File: src/rtl/mpc_pkg.sv
package mpc_pkg;
  typedef enum logic [3:0] {
    REG_CTRL  = 4'd0,
    REG_IDX   = 4'd1,
    REG_DATA  = 4'd2,
    REG_STAT  = 4'd3,
    REG_CLR   = 4'd4,
    REG_EN    = 4'd5,
    REG_FADDR = 4'd6,
    REG_FATTR = 4'd7,
    REG_WORDS = 4'd8
  } reg_e;

  typedef struct packed {
    logic ns;
    logic we;
  } fault_attr_t;

  localparam int unsigned TBL_W = 32;
endpackage

File: src/rtl/mpc_lut.sv
module mpc_lut #(
  parameter int unsigned BLKW  = 8,
  parameter int unsigned WORDS = 8,
  parameter int unsigned IDXW  = 3
) (
  input  logic            clk_i,
  input  logic            rst_ni,
  input  logic            wr_en_i,
  input  logic [IDXW-1:0] wr_idx_i,
  input  logic [31:0]     wr_data_i,
  input  logic [IDXW-1:0] rd_idx_i,
  output logic [31:0]     rd_word_o,
  input  logic [BLKW-1:0] look_blk_i,
  output logic            look_ns_o
);
  logic [31:0] tbl_q [WORDS];

  for (genvar w = 0; w < WORDS; w++) begin : g_word
    always_ff @(posedge clk_i or negedge rst_ni) begin
      if (!rst_ni) tbl_q[w] <= '0;
      else if (wr_en_i && wr_idx_i == IDXW'(w)) tbl_q[w] <= wr_data_i;
    end
  end

  logic [IDXW-1:0] look_word;
  logic [4:0]      look_bit;
  assign look_word = look_blk_i[BLKW-1:5];
  assign look_bit  = look_blk_i[4:0];

  assign rd_word_o = tbl_q[rd_idx_i];
  assign look_ns_o = tbl_q[look_word][look_bit];
endmodule

File: src/rtl/mpc_regs.sv
module mpc_regs
  import mpc_pkg::*;
#(
  parameter int unsigned AW    = 16,
  parameter int unsigned WORDS = 8,
  parameter int unsigned IDXW  = 3
) (
  input  logic            clk_i,
  input  logic            rst_ni,
  input  logic            cfg_req_i,
  input  logic            cfg_we_i,
  input  logic            cfg_ns_i,
  input  logic [3:0]      cfg_addr_i,
  input  logic [31:0]     cfg_wdata_i,
  output logic [31:0]     cfg_rdata_o,
  input  logic            fault_i,
  input  logic [AW-1:0]   fault_addr_i,
  input  fault_attr_t     fault_attr_i,
  output logic            raz_o,
  output logic            stat_o,
  output logic            en_o,
  output logic            clr_o,
  output logic [AW-1:0]   info_addr_o,
  output logic            irq_o,
  output logic            lut_we_o,
  output logic [IDXW-1:0] lut_idx_o,
  output logic [31:0]     lut_wdata_o,
  input  logic [31:0]     lut_rword_i
);
  reg_e            sel;
  logic            sec_wr, sec_rd, data_hit, capture;
  logic            raz_q, en_q, stat_q;
  logic [IDXW-1:0] idx_q;
  logic [AW-1:0]   faddr_q;
  fault_attr_t     fattr_q;
  logic [31:0]     rdata_q, rd_mux;

  assign sel      = reg_e'(cfg_addr_i);
  assign sec_wr   = cfg_req_i & ~cfg_ns_i & cfg_we_i;
  assign sec_rd   = cfg_req_i & ~cfg_ns_i & ~cfg_we_i;
  assign data_hit = (sec_wr | sec_rd) && sel == REG_DATA;
  assign clr_o    = sec_wr && sel == REG_CLR && cfg_wdata_i[0];
  // capture when no fault is held, or the held one is cleared this cycle
  assign capture  = fault_i & (~stat_q | clr_o);

  always_ff @(posedge clk_i or negedge rst_ni) begin
    if (!rst_ni) begin
      raz_q <= 1'b0;
      en_q  <= 1'b0;
      idx_q <= '0;
    end else begin
      if (sec_wr && sel == REG_CTRL) raz_q <= cfg_wdata_i[0];
      if (sec_wr && sel == REG_EN)   en_q  <= cfg_wdata_i[0];
      if (data_hit)                   idx_q <= idx_q + 1'b1;
      else if (sec_wr && sel == REG_IDX) idx_q <= cfg_wdata_i[IDXW-1:0];
    end
  end

  always_ff @(posedge clk_i or negedge rst_ni) begin
    if (!rst_ni) begin
      stat_q  <= 1'b0;
      faddr_q <= '0;
      fattr_q <= '0;
    end else begin
      if (fault_i)    stat_q <= 1'b1;
      else if (clr_o) stat_q <= 1'b0;
      if (capture) begin
        faddr_q <= fault_addr_i;
        fattr_q <= fault_attr_i;
      end
    end
  end

  always_comb begin
    case (sel)
      REG_CTRL:  rd_mux = {31'd0, raz_q};
      REG_IDX:   rd_mux = 32'(idx_q);
      REG_DATA:  rd_mux = lut_rword_i;
      REG_STAT:  rd_mux = {31'd0, stat_q};
      REG_EN:    rd_mux = {31'd0, en_q};
      REG_FADDR: rd_mux = 32'(faddr_q);
      REG_FATTR: rd_mux = {30'd0, fattr_q};
      REG_WORDS: rd_mux = 32'(WORDS);
      default:   rd_mux = '0;
    endcase
  end

  always_ff @(posedge clk_i or negedge rst_ni) begin
    if (!rst_ni) rdata_q <= '0;
    else if (cfg_req_i && !cfg_we_i) rdata_q <= cfg_ns_i ? 32'd0 : rd_mux;
  end

  assign cfg_rdata_o = rdata_q;
  assign raz_o       = raz_q;
  assign stat_o      = stat_q;
  assign en_o        = en_q;
  assign info_addr_o = faddr_q;
  assign irq_o       = stat_q & en_q;
  assign lut_we_o    = sec_wr && sel == REG_DATA;
  assign lut_idx_o   = idx_q;
  assign lut_wdata_o = cfg_wdata_i;
endmodule

File: src/rtl/mpc_xact.sv
module mpc_xact
  import mpc_pkg::*;
#(
  parameter int unsigned AW   = 16,
  parameter int unsigned DW   = 32,
  parameter int unsigned OFFW = 8,
  parameter int unsigned BLKW = AW - OFFW
) (
  input  logic            clk_i,
  input  logic            rst_ni,
  input  logic            up_req_i,
  input  logic            up_we_i,
  input  logic            up_ns_i,
  input  logic [AW-1:0]   up_addr_i,
  input  logic [DW-1:0]   up_wdata_i,
  output logic            up_rsp_valid_o,
  output logic [DW-1:0]   up_rdata_o,
  output logic            up_err_o,
  output logic            dn_req_o,
  output logic            dn_we_o,
  output logic            dn_ns_o,
  output logic [AW-1:0]   dn_addr_o,
  output logic [DW-1:0]   dn_wdata_o,
  input  logic            dn_rsp_valid_i,
  input  logic [DW-1:0]   dn_rdata_i,
  input  logic            dn_err_i,
  input  logic            raz_i,
  output logic [BLKW-1:0] look_blk_o,
  input  logic            look_ns_i,
  output logic            fault_o,
  output fault_attr_t     fault_attr_o
);
  logic pass;
  logic rej_q, rej_err_q;

  assign look_blk_o = up_addr_i[AW-1:OFFW];
  assign pass       = (up_ns_i == look_ns_i);
  assign fault_o    = up_req_i & ~pass;
  assign fault_attr_o = '{ns: up_ns_i, we: up_we_i};

  assign dn_req_o   = up_req_i & pass;
  assign dn_we_o    = up_we_i;
  assign dn_ns_o    = up_ns_i;
  assign dn_addr_o  = up_addr_i;
  assign dn_wdata_o = up_wdata_i;

  always_ff @(posedge clk_i or negedge rst_ni) begin
    if (!rst_ni) begin
      rej_q     <= 1'b0;
      rej_err_q <= 1'b0;
    end else begin
      rej_q     <= fault_o;
      rej_err_q <= ~raz_i;
    end
  end

  assign up_rsp_valid_o = rej_q | dn_rsp_valid_i;
  assign up_rdata_o     = rej_q ? '0 : dn_rdata_i;
  assign up_err_o       = rej_q ? rej_err_q : dn_err_i;
endmodule

File: src/rtl/mpc_guard.sv
module mpc_guard
  import mpc_pkg::*;
#(
  parameter int unsigned AW        = 16,
  parameter int unsigned DW        = 32,
  parameter int unsigned BLK_BYTES = 256
) (
  input  logic          clk_i,
  input  logic          rst_ni,
  input  logic          up_req_i,
  input  logic          up_we_i,
  input  logic          up_ns_i,
  input  logic [AW-1:0] up_addr_i,
  input  logic [DW-1:0] up_wdata_i,
  output logic          up_rsp_valid_o,
  output logic [DW-1:0] up_rdata_o,
  output logic          up_err_o,
  output logic          dn_req_o,
  output logic          dn_we_o,
  output logic          dn_ns_o,
  output logic [AW-1:0] dn_addr_o,
  output logic [DW-1:0] dn_wdata_o,
  input  logic          dn_rsp_valid_i,
  input  logic [DW-1:0] dn_rdata_i,
  input  logic          dn_err_i,
  input  logic          cfg_req_i,
  input  logic          cfg_we_i,
  input  logic          cfg_ns_i,
  input  logic [3:0]    cfg_addr_i,
  input  logic [31:0]   cfg_wdata_i,
  output logic [31:0]   cfg_rdata_o,
  output logic          irq_o
);
  // block field must span at least two table words
  localparam int unsigned OFFW  = $clog2(BLK_BYTES);
  localparam int unsigned BLKW  = AW - OFFW;
  localparam int unsigned WORDS = 2 ** (BLKW - 5);
  localparam int unsigned IDXW  = BLKW - 5;

  logic            raz, stat, en, clr, fault, lut_we, look_ns;
  logic [AW-1:0]   info_addr;
  fault_attr_t     fault_attr;
  logic [IDXW-1:0] lut_idx;
  logic [31:0]     lut_wdata, lut_rword;
  logic [BLKW-1:0] look_blk;

  mpc_lut #(.BLKW(BLKW), .WORDS(WORDS), .IDXW(IDXW)) u_lut (
    .clk_i, .rst_ni,
    .wr_en_i   (lut_we),
    .wr_idx_i  (lut_idx),
    .wr_data_i (lut_wdata),
    .rd_idx_i  (lut_idx),
    .rd_word_o (lut_rword),
    .look_blk_i(look_blk),
    .look_ns_o (look_ns)
  );

  mpc_regs #(.AW(AW), .WORDS(WORDS), .IDXW(IDXW)) u_regs (
    .clk_i, .rst_ni,
    .cfg_req_i, .cfg_we_i, .cfg_ns_i, .cfg_addr_i, .cfg_wdata_i, .cfg_rdata_o,
    .fault_i     (fault),
    .fault_addr_i(up_addr_i),
    .fault_attr_i(fault_attr),
    .raz_o       (raz),
    .stat_o      (stat),
    .en_o        (en),
    .clr_o       (clr),
    .info_addr_o (info_addr),
    .irq_o,
    .lut_we_o    (lut_we),
    .lut_idx_o   (lut_idx),
    .lut_wdata_o (lut_wdata),
    .lut_rword_i (lut_rword)
  );

  mpc_xact #(.AW(AW), .DW(DW), .OFFW(OFFW), .BLKW(BLKW)) u_xact (
    .clk_i, .rst_ni,
    .up_req_i, .up_we_i, .up_ns_i, .up_addr_i, .up_wdata_i,
    .up_rsp_valid_o, .up_rdata_o, .up_err_o,
    .dn_req_o, .dn_we_o, .dn_ns_o, .dn_addr_o, .dn_wdata_o,
    .dn_rsp_valid_i, .dn_rdata_i, .dn_err_i,
    .raz_i       (raz),
    .look_blk_o  (look_blk),
    .look_ns_i   (look_ns),
    .fault_o     (fault),
    .fault_attr_o(fault_attr)
  );
endmodule

File: config.mk
export PLATFORM = sky130hd
export DESIGN_NAME = mpc_guard
export DESIGN_NICKNAME = d
export VERILOG_FILES = /design/src/rtl/mpc_pkg.sv /design/src/rtl/mpc_lut.sv /design/src/rtl/mpc_regs.sv /design/src/rtl/mpc_xact.sv /design/src/rtl/mpc_guard.sv
export SDC_FILE = /design/constraint.sdc
export NUM_CORES = 1
export LEC_CHECK = 0
export CAP_MARGIN = 0
export CORE_ASPECT_RATIO = 0.6
export CORE_UTILIZATION = 35
export CTS_CLUSTER_SIZE = 25
export DETAILED_ROUTE_END_ITERATION = 8
export PLACE_DENSITY = 0.55
export REMOVE_ABC_BUFFERS = 1
export SLEW_MARGIN = 5
export SYNTH_ARGS = -nofsm -noshare
export SYNTH_HDL_FRONTEND = slang
export SYNTH_SLANG_ARGS = --single-unit
export TNS_END_PERCENT = 100
File: constraint.sdc
create_clock -name clk_i -period 4.3 [get_ports clk_i]
set_input_delay 1.075 -clock clk_i [delete_from_list [all_inputs] [get_ports clk_i]]
set_output_delay 1.075 -clock clk_i [all_outputs]
set_load 0.01 [all_outputs]
# ---- Word-level counts from Yosys, hierarchy flattened
# Index checks and enable logic that the tools add are counted.
dict set report op_classes {
  addsub 1
  order_cmp 3
  eq_ne 16
  n_mux 16
  bitwise 17
  n_reduce_logical 21
}
# cell n
set op_table {}
lappend op_table {{32-bit one-hot mux with 8 select lines} 1}
lappend op_table {{32-bit binary-select mux with 3-bit select} 2}
lappend op_table {{32-bit 2-to-1 mux} 6}
lappend op_table {{4-bit by 3-bit == test with 1-bit output, second input constant} 4}
lappend op_table {{1-bit logical AND} 16}
lappend op_table {{3-bit == test, second input constant} 4}
lappend op_table {{4-bit by 2-bit == test with 1-bit output, second input constant} 2}
lappend op_table {{4-bit >= comparator, second input constant} 2}
lappend op_table {{3-bit inverter with 4-bit output} 2}
lappend op_table {{1-bit bitwise AND} 7}
lappend op_table {{3-bit by 2-bit == test with 1-bit output, second input constant} 2}
lappend op_table {{5-bit by 6-bit < comparator with 1-bit output, second input constant} 1}
lappend op_table {{3-bit 2-to-1 mux} 2}
lappend op_table {{1-bit binary-select mux with 5-bit select} 1}
lappend op_table {{1-bit inverter} 5}
lappend op_table {{4-bit by 1-bit == test with 1-bit output, second input constant} 1}
lappend op_table {{4-bit == test, second input constant} 1}
lappend op_table {{4-bit zero test} 1}
lappend op_table {{1-bit 2-to-1 mux} 4}
lappend op_table {{2-bit nonzero test} 2}
lappend op_table {{3-bit by 1-bit adder with 3-bit output, second input constant} 1}
lappend op_table {{3-bit by 1-bit == test with 1-bit output, second input constant} 1}
lappend op_table {{3-bit zero test} 1}
lappend op_table {{1-bit OR} 3}
lappend op_table {{other kinds (2)} 2}
dict set report word_totals {
  ff_bits 314
  out_inout_bits 118
}

# ---- Logic depth before layout (Yosys ltp)
# Gate-level depths: netlist of run 1.
dict set report logic_depth {
  word_depth 10
  mapped_depth 13
  mapped_depth_nobuf 8
}

# ---- Hierarchy
# A second synthesis of run 1 with hierarchy kept.
dict set report hier_totals {
  cells_unflattened 1227
  area_unflattened_um2 17125.2
}
# mod n_inst cells_per_inst area_per_inst_um2 seq_area_each_um2
set by_module_without_submodules {}
lappend by_module_without_submodules {mpc_lut 1 886 13575.5 6406.1}
lappend by_module_without_submodules {mpc_regs 1 237 2783.9 1401.3}
lappend by_module_without_submodules {mpc_xact 1 104 765.7 50.0}

# ---- Least setup slack after synthesis of run 1
# No wires, ideal clock.
dict set report synth_timing {
  kind {input to output}
  from {input port up_addr_i[13]}
  to {output port dn_req_o}
  arrival_ps 3026
  required_time_ps 3225
  slack_ps 199
  cell_stages 9
  n_path_buf 2
  cell_sequence {buf_6 -> buf_4 -> mux4_2 -> a22oi_1 -> a31oi_1 -> nor4_1 -> a22oi_1 -> and3_4 -> nor3_1}
}
dict set report synth_via {
  elab_chain_cells 8
}
# item line
set synth_lines {}
lappend synth_lines {{start: declaration} mpc_guard.sv:13} ;# input logic [AW-1:0] up_addr_i,
lappend synth_lines {{3-bit inverter with 4-bit output (not written as such)} mpc_lut.sv:31} ;# assign look_ns_o = tbl_q[look_word][look_bit];
lappend synth_lines {{32-bit binary-select mux with 3-bit select} mpc_lut.sv:31}
lappend synth_lines {{32-bit 2-to-1 mux (not written as such) (2 in series)} mpc_lut.sv:31}
lappend synth_lines {{1-bit binary-select mux with 5-bit select} mpc_lut.sv:31}
lappend synth_lines {{1-bit 2-to-1 mux (not written as such)} mpc_lut.sv:31}
lappend synth_lines {{1-bit == test} mpc_xact.sv:37} ;# assign pass = (up_ns_i == look_ns_i);
lappend synth_lines {{1-bit bitwise AND} mpc_xact.sv:41} ;# assign dn_req_o = up_req_i & pass;
lappend synth_lines {{end: declaration} mpc_guard.sv:18} ;# output logic dn_req_o,
# No other way between the ends. The select of a mux whose other input is x is not followed.

# ---- Worst setup path in the final report of run 1
dict set report layout_timing {
  from {input port up_addr_i[15]}
  to {output port dn_req_o}
}
# Same word-level chain as after synthesis.

==> impl_metrics.env, run 1 <==
export IMPL_ys_flop_type="dfrtp_1"
export IMPL_drc=0
export IMPL_wl_per_cell_um=26.07
export IMPL_r2r_setup_slack_ps=1170
export IMPL_clk_latency_ps=590
export IMPL_ys_warn_count=0
export IMPL_outcome="finished, final reports clean"
export IMPL_rsz0062_at_grt="true"
export IMPL_ant_nets=0
export IMPL_maxCapViolCount=0
export IMPL_nNetsFinal=1499
export IMPL_ys_ff_latch=314
export IMPL_reg2regPathDepth=13
export IMPL_clk_path_buf_depth=3
export IMPL_dr_first_iter_drc_count=948
export IMPL_cts_sinks=314
export IMPL_cp_max_fo=11
export IMPL_synth_cell_types=51
export IMPL_crit_path_start="up_addr_i[15]"
export IMPL_postSynthAreaPerCell_um2=14.12
export IMPL_hold_violations=0
export IMPL_antenna_cells=0
export IMPL_drive_gt1_share_pct=43.64
export IMPL_synth_edff_count=0
export IMPL_n_fill_cell=4199
export IMPL_clock_skew_ps=17.11
export IMPL_areaGrowthSynthToFinish_pct=24.95
export IMPL_ios=244
export IMPL_startpoint_type="primary input"
export IMPL_place_area_um2=19500
export IMPL_numCtsBuffers=31
export IMPL_dp_cells=1953
export IMPL_timing_fmax_mhz=234.9
export IMPL_first_global_vias=11517
export IMPL_num_rows=61
export IMPL_r2r_start="u_lut.tbl_q[106]"
export IMPL_crit_required_ps=3220
export IMPL_gp_congestion=0.8216
export IMPL_yosys_area_top_type="dfrtp_1"
export IMPL_post_synth_top_count_cell="dfrtp_1"
export IMPL_grt_pass1_wl_um=78560
export IMPL_crit_path_end_kind="output pin"
export IMPL_die_area_um2=48920
export IMPL_track_usage_pct=21.52
export IMPL_syn_inst=1190
export IMPL_ys_top_cells_by_area="dfrtp_1 47%, mux2_2 18%, mux4_2 16%"
export IMPL_cts_hold_buffers=0
export IMPL_instances_no_fill=2021
export IMPL_grt_overflow=0
export IMPL_seqCellArea_um2=7863
export IMPL_cts_max_level=1
export IMPL_hp_class="register to register"
export IMPL_post_route_util_pct=44.80
export IMPL_tightest_slew_ps=776.1
export IMPL_ir_drop_mv=0.2647
export IMPL_synth_commonest_cells="314 x dfrtp_1, 270 x mux2_2, 120 x mux4_2, 60 x nand2_1, 55 x buf_4"
export IMPL_critical_path_class="primary input to output pin"
export IMPL_drt_wl_total_um=52680
export IMPL_num_vias=11347
export IMPL_period_needed_ps=4258
export IMPL_finalCritPeriodShare_pct=99.01
export IMPL_dieHeight_um=171.7
export IMPL_antenna_found_initial=1
export IMPL_initial_core_util_pct=35.86
export IMPL_power_leakage_nw=9.440
export IMPL_clockRootBuffer="clkbuf_16"
export IMPL_p_per_area_nw_per_um2=370.7
export IMPL_first_pass_iters=5
export IMPL_worstPathArrival_ps=3180
export IMPL_yosysTopAreaCellShare_pct=46.76
export IMPL_yosysSeqAreaShare_pct=46.76
export IMPL_grt_max_degree=87
export IMPL_path_clk_slew_ps=70
export IMPL_fin_area_um2=21000
export IMPL_portBuffers=179
export IMPL_fp_dieW_um=284.9
export IMPL_power_mw=7.783
export IMPL_cts_tree="yes"
export IMPL_drv_slew=0
export IMPL_ys_async_sr_fraction_pct=100.0
export IMPL_slew_headroom_pct=48.26
export IMPL_r2r_end="u_regs.info_addr_o[4]"
export IMPL_core_area_um2=46860
export IMPL_cp_endpoint="dn_req_o"
export IMPL_syn_area_um2=16800
export IMPL_post_drt_via_cell_ratio=5.615
export IMPL_finalSetupViolations=0
export IMPL_dpl_hpwl_um=33960
export IMPL_multi_input_area_um2=8274
-- layout make-up --
class	count	area share (%)
Sequential cell	314	37.45
Multi-Input combinational cell	731	39.41
Clock inverter	15	0.8760
Clock buffer	42	4.368
Tap cell	630	3.754
Timing Repair Buffer	280	13.99
Inverter	9	0.1609
-- cells in the final DEF (no fill, tap or decap), drive strengths merged, types with 6 or more instances in the layout --
cell type | netlist | routed
dfrtp | 314 | 314
mux2 | 280 | 280
clkdlybuf4s50 | 0 | 171
mux4 | 125 | 125
buf | 95 | 105
nand2 | 60 | 60
nor2b | 44 | 44
clkbuf | 41 | 43
mux2i | 42 | 42
o21ai | 38 | 38
nor2 | 17 | 17
a22o | 16 | 16
a21oi | 12 | 12
nand4 | 10 | 10
nand2b | 10 | 10
nand3 | 10 | 10
clkinv | 1 | 9
inv | 8 | 9
o22ai | 7 | 7
a22oi | 7 | 7
ha | 6 | 6
-- flip-flops by register name, summed over array words and instances (netlist names) --
name and flops:
u_xact.rej_q 1, u_regs.fattr_q 2, u_regs.info_addr_o 16, u_regs.en_o 1
u_regs.raz_o 1, u_xact.rej_err_q 1, u_lut.tbl_q 256, u_regs.cfg_rdata_o 32
u_regs.lut_idx_o 3, u_regs.stat_o 1
-- worst min path at each step --
stage | to | from | slack (ps) | depth (start not counted)
after global routing | u_xact.rej_err_q | u_regs.raz_o | 480 | 1
final | u_xact.rej_err_q | u_regs.raz_o | 450 | 1
after floorplan | u_xact.rej_err_q | u_regs.raz_o | 410 | 1
after detailed placement | u_xact.rej_err_q | u_regs.raz_o | 440 | 1
after global placement | u_xact.rej_err_q | u_regs.raz_o | 440 | 1
after CTS | u_xact.rej_err_q | u_regs.raz_o | 450 | 1
-- metal layers --
layer / track usage, % / routed length [um]
met3: 4.403 / 3274
met1: 33.63 / 26140
met4: 3.226 / 683
met5: 0.3000 / 11
met2: 30.75 / 22570
-- report_power, final --
group	leakage (nW)	internal, mW	switching [mW]
logic	4.58	0.780	0.656
registers	4.31	3.14	0.245
clock network	0.548	1.73	1.24
total	9.44	5.64	2.14
-- worst max-delay path, cell delays in order --
cell	delay, ps
buf_6	120
buf_12	150
buf_16	160
buf_4	180
mux4_2	260
o22ai_1	90
o21ai_0	240
o2111ai_2	160
a22oi_2	310
and3_4	250
nor3_2	30
buf_2	140
-- what timing repair did --
item | 4_1_cts | 5_1_grt
buffers inserted | 6 | 2
gates cloned | 5 | 1
resized for setup | 50 | 15
setup endpoints to repair | 1 | 1
pin swaps | 22 | 8
-- kinds of logic (layout without fill, tap and decap cells) --
kind of cell | after synthesis | count (layout) | share of synthesized area (%)
compound gates | 103 | 103 | 4.162
fa+ha+maj | 6 | 6 | 0.4467
buf+inv | 145 | 346 | 4.862
flops | 314 | 314 | 46.76
mux | 447 | 447 | 38.35
simple gates | 175 | 175 | 5.413
-- through the flow --
stage / setup TNS, ps / setup slack, ps / hold WS, ps
2_1_floorplan: -51070 / -400.2 / 410.0
3_3_place_gp: -2489 / -969.9 / 439.7
3_5_place_dp: -3045 / -956.3 / 443.6
4_1_cts: 0 / 4.854 / 453.4
5_1_grt: -39.09 / -39.09 / 476.8
6_report: 0 / 42.37 / 448.9
No activity file was read; power rests on OpenSTA's default activity.
==> inputs of run 2 (changes only) <==
ABC_AREA = 1   (was unset)
CTS_CLUSTER_SIZE = 24   (was 25)
PLACE_DENSITY = 0.56   (was 0.55)
==> run 2 against run 1 <==
Effect of this change:
- via count rose by 46%
- clock skew rose by 0.57 ps
- non-clock buffer count fell by 15
- setup slack improved by 210 ps
- wire length rose by 17%
- first-iteration DRC count rose by 110%
- sequential share of layout area rose by 1.4 points
- sequential power barely moved
- synthesized cell count rose by 85%
- combinational power rose by 49%
- die area fell by 0.50%
- largest cell class is now flip-flops and latches
==> impl_metrics.env, run 2 <==
export IMPL_outcome="finished, final reports clean"
export IMPL_path_clk_slew_ps=60
export IMPL_antenna_found_initial=0
export IMPL_grt_max_degree=87
export IMPL_maxCapViolCount=0
export IMPL_critical_path_max_stage_delay_ps=170
export IMPL_clockRootBuffer="clkbuf_16"
export IMPL_path_buf_inv=5
export IMPL_slew_headroom_pct=21.47
export IMPL_cpLargestDelayFamily="simple AND/OR/NAND/NOR gates"
export IMPL_synth_commonest_cells="604 x nand2_1, 374 x o21ai_0, 314 x dfrtp_1, 260 x nand3_1, 174 x nor2_1"
export IMPL_largest_register="u_lut.tbl_q"
export IMPL_period_needed_ps=4044
export IMPL_finalCritPeriodShare_pct=94.04
export IMPL_postSynthAreaPerCell_um2=7.603
export IMPL_r2r_setup_slack_ps=1460
export IMPL_clk_path_buf_depth=3
export IMPL_drt_wl_total_um=61530
export IMPL_yosysTopAreaCellShare_pct=47.00
export IMPL_yosysSeqAreaShare_pct=47.00
export IMPL_post_route_util_pct=43.36
export IMPL_reg2regPathDepth=6
export IMPL_initial_core_util_pct=35.79
export IMPL_tightest_slew_ps=1177
export IMPL_min_delay_path_depth=1
export IMPL_numCtsBuffers=31
export IMPL_num_vias=16540
export IMPL_nNetsFinal=2410
export IMPL_synth_cell_types=30
export IMPL_gp_congestion=0.8625
export IMPL_startpoint_type="primary input"
export IMPL_post_drt_via_cell_ratio=5.649
export IMPL_ys_flop_type="dfrtp_1"
export IMPL_areaGrowthSynthToFinish_pct=21.13
export IMPL_ys_async_sr_fraction_pct=100.0
export IMPL_critical_path_class="primary input to output pin"
export IMPL_r2r_start="u_regs.lut_idx_o[0]"
export IMPL_slowest_stage="buf_12"
export IMPL_grt_overflow=0
export IMPL_ir_drop_mv=0.3705
export IMPL_timing_fmax_mhz=247.3
export IMPL_syn_area_um2=16720
export IMPL_cp_cell_sequence="buf_4 > inv_4 > buf_12 > buf_12 > nand2_1 > nand3_1 > nand3_1 > nand3_1 > nand3_1 > nand2_1 > nand2_1 > nand3_1 > nand3_2 > nand3_1 > nand2_1 > nor2_1 > clkbuf_2"
export IMPL_cts_tree="yes"
export IMPL_path_depth=17
export IMPL_synth_edff_count=0
export IMPL_finalSetupViolations=0
export IMPL_first_pass_iters=6
export IMPL_layout_common_cells="602 x nand2_1, 374 x o21ai_0, 311 x dfrtp_1"
export IMPL_crit_path_end_kind="output pin"
export IMPL_worstPathArrival_ps=2970
export IMPL_rsz0062_at_grt="false"
export IMPL_die_area_um2=48670
export IMPL_final_common_cell="nand2_1"
export IMPL_cp_max_fo=25
export IMPL_place_area_um2=19160
export IMPL_r2r_end="u_lut.tbl_q[34]"
export IMPL_wl_per_cell_um=21.01
export IMPL_clk_latency_ps=590
export IMPL_post_synth_top_count_cell="nand2_1"
export IMPL_dr_first_iter_drc_count=1968
export IMPL_drv_slew=0
export IMPL_dieHeight_um=171.3
export IMPL_ys_warn_count=0
export IMPL_crit_required_ps=3220
export IMPL_dpl_hpwl_um=39190
export IMPL_antenna_cells=0
export IMPL_hold_violations=0
export IMPL_power_leakage_nw=8.922
export IMPL_syn_inst=2199
export IMPL_grt_pass1_wl_um=94350
export IMPL_drive_gt1_share_pct=7.224
export IMPL_portBuffers=179
export IMPL_cts_sinks=314
export IMPL_ant_nets=0
export IMPL_track_usage_pct=24.89
export IMPL_p_per_area_nw_per_um2=411.4
export IMPL_num_rows=61
export IMPL_fp_dieW_um=284.2
export IMPL_ios=244
export IMPL_cp_common_cell="nand3_1"
export IMPL_crit_path_start="up_addr_i[13]"
export IMPL_ys_ff_latch=314
export IMPL_largest_reg_flops=256
export IMPL_yosys_area_top_type="dfrtp_1"
export IMPL_fin_area_um2=20250
export IMPL_clock_skew_ps=17.68
export IMPL_cp_endpoint="dn_req_o"
export IMPL_drc=0
export IMPL_cts_max_level=1
export IMPL_ys_top_cells_by_area="dfrtp_1 47%, nand2_1 14%, o21ai_0 11%"
export IMPL_first_global_vias=15442
export IMPL_core_area_um2=46710
export IMPL_hp_class="register to register"
## run 2: final cells by class
| cell class | count | area [um^2] |
|---|---|---|
| Fill cell | 4663 | 26460 |
| Sequential cell | 314 | 7864 |
| Multi-Input combinational cell | 1573 | 7480 |
| Timing Repair Buffer | 265 | 2744 |
| Clock buffer | 45 | 918.4 |
| Tap cell | 630 | 788.3 |
| Inverter | 93 | 357.8 |
| Clock inverter | 8 | 100.1 |
## run 2: repair_timing
| action | 4_1_cts | 5_1_grt |
|---|---|---|
| gates resized for setup | 6 | 7 |
| setup buffers | 2 | 0 |
| hold buffers | 0 | 0 |
| gates cloned | 0 | 1 |
| setup endpoints to repair | 1 | 1 |
## run 2: routing by layer
metal	vias to the layer above	GRT usage, %	share of wire (%)
met1	8043	37.15	46
li1	7538	-	-
met5	-	0.6000	0
met2	848	36.29	42
met4	0	6.966	2.7
met3	111	4.721	9.5
## run 2: how the worst min path moves through the flow
stage,startpoint,to,slack (ps)
final,u_regs.raz_o,u_xact.rej_err_q,450
after global routing,u_regs.raz_o,u_xact.rej_err_q,480
after CTS,u_regs.raz_o,u_xact.rej_err_q,450
after detailed placement,u_regs.raz_o,u_xact.rej_err_q,440
after global placement,u_regs.raz_o,u_xact.rej_err_q,450
after floorplan,u_regs.raz_o,u_xact.rej_err_q,420
## run 2: where the power goes
group	leakage [nW]	switching, mW	internal, mW
clock network	0.502	1.21	1.59
logic	4.10	1.40	0.751
registers	4.32	0.222	3.17
total	8.92	2.83	5.51
## run 2: worst register-to-register path, cell delays in order (launching register included)
cell and delay [ps]:
dfrtp_4 720, inv_4 620, ha_1 320, nand3_2 430, buf_12 400, nand2_1 130
o21ai_0 80
## run 2: per-stage QoR
step | worst slack, ps | hold slack, ps | setup TNS, ps | total power [mW] | instances
global route | 92.86 | 484.6 | 0 | 8.724 | 2928
floorplan | -2295 | 416.1 | -334820 | 4.541 | 1980
detailed placement | -231.3 | 442.9 | -231.3 | 5.530 | 2872
global placement | -301.8 | 445.5 | -301.8 | 5.493 | 2872
CTS | 110.4 | 454.6 | 0 | 8.339 | 2927
finish | 256.2 | 453.2 | 0 | 8.331 | 2928
## run 2: cells by family (layout without fill, tap and decap cells)
| group | count (synthesis) | count (layout) | share of synthesized area, % |
|---|---|---|---|
| buffers and inverters | 312 | 411 | 8.644 |
| AOI/OAI and AO/OA | 505 | 505 | 17.70 |
| muxes | 1 | 1 | 0.06735 |
| DFF | 314 | 314 | 47.00 |
| adders and majority gates | 6 | 6 | 0.4490 |
| and+or+nand+nor | 1061 | 1061 | 26.14 |
==> inputs of run 3 (changes only) <==
ABC_AREA = 0   (was 1)
PLACE_DENSITY = 0.55   (was 0.56)
SKIP_CTS_REPAIR_TIMING = 1   (was unset)
==> run 3 against run 2 <==
Effect of this change:
- the run now ends with negative setup slack left
- combinational power fell by 34%
- hold slack got worse by 5.4 ps
- critical path depth is 7 lower
- global-route usage decreased by 4.0 points
- register-to-register slack got worse by 240 ps
- sequential power barely moved
- wire length shrank 15%
- clock skew fell by 1.9 ps
- clock power increased by 6%
- total power down 6.8%
- final area up 3.4%
- first-iteration DRC count decreased by 49%
- critical path type unchanged
- largest cell class is now multi-input gates
- largest power group unchanged
- highest routed layer is now met5
==> impl_metrics.env, run 3 (synthesis results as in run 1) <==
export IMPL_outcome="finished with violations"
export IMPL_violations="negative setup slack"
export IMPL_first_pass_iters=5
export IMPL_path_buf_inv=4
export IMPL_grt_pass1_wl_um=76950
export IMPL_tightest_slew_ps=806.3
export IMPL_drc=0
export IMPL_die_area_um2=48920
export IMPL_antenna_cells=0
export IMPL_antenna_found_initial=1
export IMPL_portBuffers=179
export IMPL_holdWs_ps=447.8
export IMPL_p_per_area_nw_per_um2=371.0
export IMPL_cts_sinks=314
export IMPL_cp_max_fo=6
export IMPL_ir_drop_mv=0.2613
export IMPL_power_mw=7.768
export IMPL_finalCritPeriodShare_pct=100.8
export IMPL_crit_required_ps=3220
export IMPL_rsz0062_at_grt="true"
export IMPL_dr_first_iter_drc_count=1013
export IMPL_drive_gt1_share_pct=42.92
export IMPL_maxCapViolCount=0
export IMPL_areaGrowthSynthToFinish_pct=24.61
export IMPL_clk_path_buf_depth=3
export IMPL_nNetsFinal=1499
export IMPL_setup_ws_ps=-34.56
export IMPL_slowest_stage="mux4_2"
export IMPL_n_fill_cell=4207
export IMPL_worstPathArrival_ps=3260
export IMPL_cts_tree="yes"
export IMPL_cp_cell_sequence="clkbuf_16 > buf_12 > mux4_2 > mux4_2 > o2111ai_1 > a22oi_1 > buf_4 > and3_4 > nor3_2 > buf_2"
export IMPL_gp_congestion=0.8216
export IMPL_cp_common_cell="mux4_2"
export IMPL_drv_slew=0
export IMPL_clockRootBuffer="clkbuf_16"
export IMPL_clock_skew_ps=15.76
export IMPL_num_rows=61
export IMPL_post_drt_via_cell_ratio=5.620
export IMPL_final_common_cell="dfrtp_1"
export IMPL_crit_path_end_kind="output pin"
export IMPL_fp_dieW_um=284.9
export IMPL_slew_headroom_pct=46.25
export IMPL_cpLargestDelayFamily="multiplexers"
export IMPL_finalSetupViolations=1
export IMPL_initial_core_util_pct=35.86
export IMPL_dpl_hpwl_um=33960
export IMPL_instances_no_fill=2021
export IMPL_largest_reg_flops=256
export IMPL_power_leakage_nw=9.455
export IMPL_hold_violations=0
export IMPL_critical_path_class="primary input to output pin"
export IMPL_startpoint_type="primary input"
export IMPL_hp_class="register to register"
export IMPL_wl_per_cell_um=25.98
export IMPL_first_global_vias=11411
export IMPL_dieHeight_um=171.7
export IMPL_layout_common_cells="312 x dfrtp_1, 270 x mux2_2, 172 x clkdlybuf4s50_1"
export IMPL_ios=244
export IMPL_ant_nets=0
export IMPL_critical_path_max_stage_delay_ps=510
export IMPL_numCtsBuffers=31
export IMPL_largest_register="u_lut.tbl_q"
export IMPL_num_vias=11359
export IMPL_drt_wl_total_um=52510
export IMPL_core_area_um2=46860
export IMPL_grt_overflow=0
export IMPL_path_clk_slew_ps=70
export IMPL_grt_max_degree=87
export IMPL_clk_latency_ps=580
export IMPL_timing_fmax_mhz=230.7
export IMPL_cts_max_level=1
export IMPL_dp_cells=1953
export IMPL_track_usage_pct=20.93
export IMPL_period_needed_ps=4335
-- run 3: cell count changes in the layout (fill, tap and decap cells not counted), sizes merged, moves of 42 or more --
cell	delta
nand2	-544
o21ai	-348
mux2	+279
nand3	-251
nor2	-159
mux4	+125
inv	-85
o221ai	-60
nor2b	+44
mux2i	+42
-- run 3: cell type report --
cell class,instances,area [um^2],share of cell area (%)
Inverter,9,33.78,0.1613
Clock inverter,15,183.9,0.8784
Clock buffer,42,917.1,4.380
Tap cell,630,788.3,3.765
Sequential cell,314,7863,37.55
Timing Repair Buffer,280,2912,13.90
Multi-Input combinational cell,731,8242,39.36
-- run 3: through the flow --
stage          setup WS, ps  cell area [um^2]  utilization (%)  TNS, ps
2_1_floorplan        -400.2             16020                -   -51070
3_3_place_gp         -969.9             19500            41.62    -2489
3_5_place_dp         -956.3             19500            41.62    -3045
4_1_cts              -956.2             20600            43.97   -956.2
5_1_grt              -124.3             20940            44.68   -124.3
6_report             -34.56             20940            44.68   -34.56
-- run 3: layer usage --
metal | part of all wire [%] | global-route usage [%]
met2 | 43 | 30.11
met5 | 0.021 | 0.3000
met1 | 49 | 32.55
met3 | 6.6 | 4.257
met4 | 1.2 | 3.179
-- run 3: path summary, 6_finish.rpt --
kind,start,endpoint,slack [ps],cells after the start
min in group asynchronous,rst_ni,u_lut.tbl_q[114],470,1
worst min-delay path,u_regs.raz_o,u_xact.rej_err_q,450,1
max in group asynchronous,rst_ni,u_lut.tbl_q[20],2830,2
worst max register to register,u_lut.tbl_q[106],u_regs.info_addr_o[14],1220,13
worst max-delay path,up_addr_i[13],dn_req_o,-30,10
worst min register to register,u_regs.raz_o,u_xact.rej_err_q,450,1
-- run 3: where the power goes --
part	leakage (nW)	internal [mW]	total [mW]	switching, mW
Combinational	4.59	0.774	1.42	0.650
Sequential	4.31	3.14	3.38	0.246
Clock	0.548	1.73	2.96	1.23
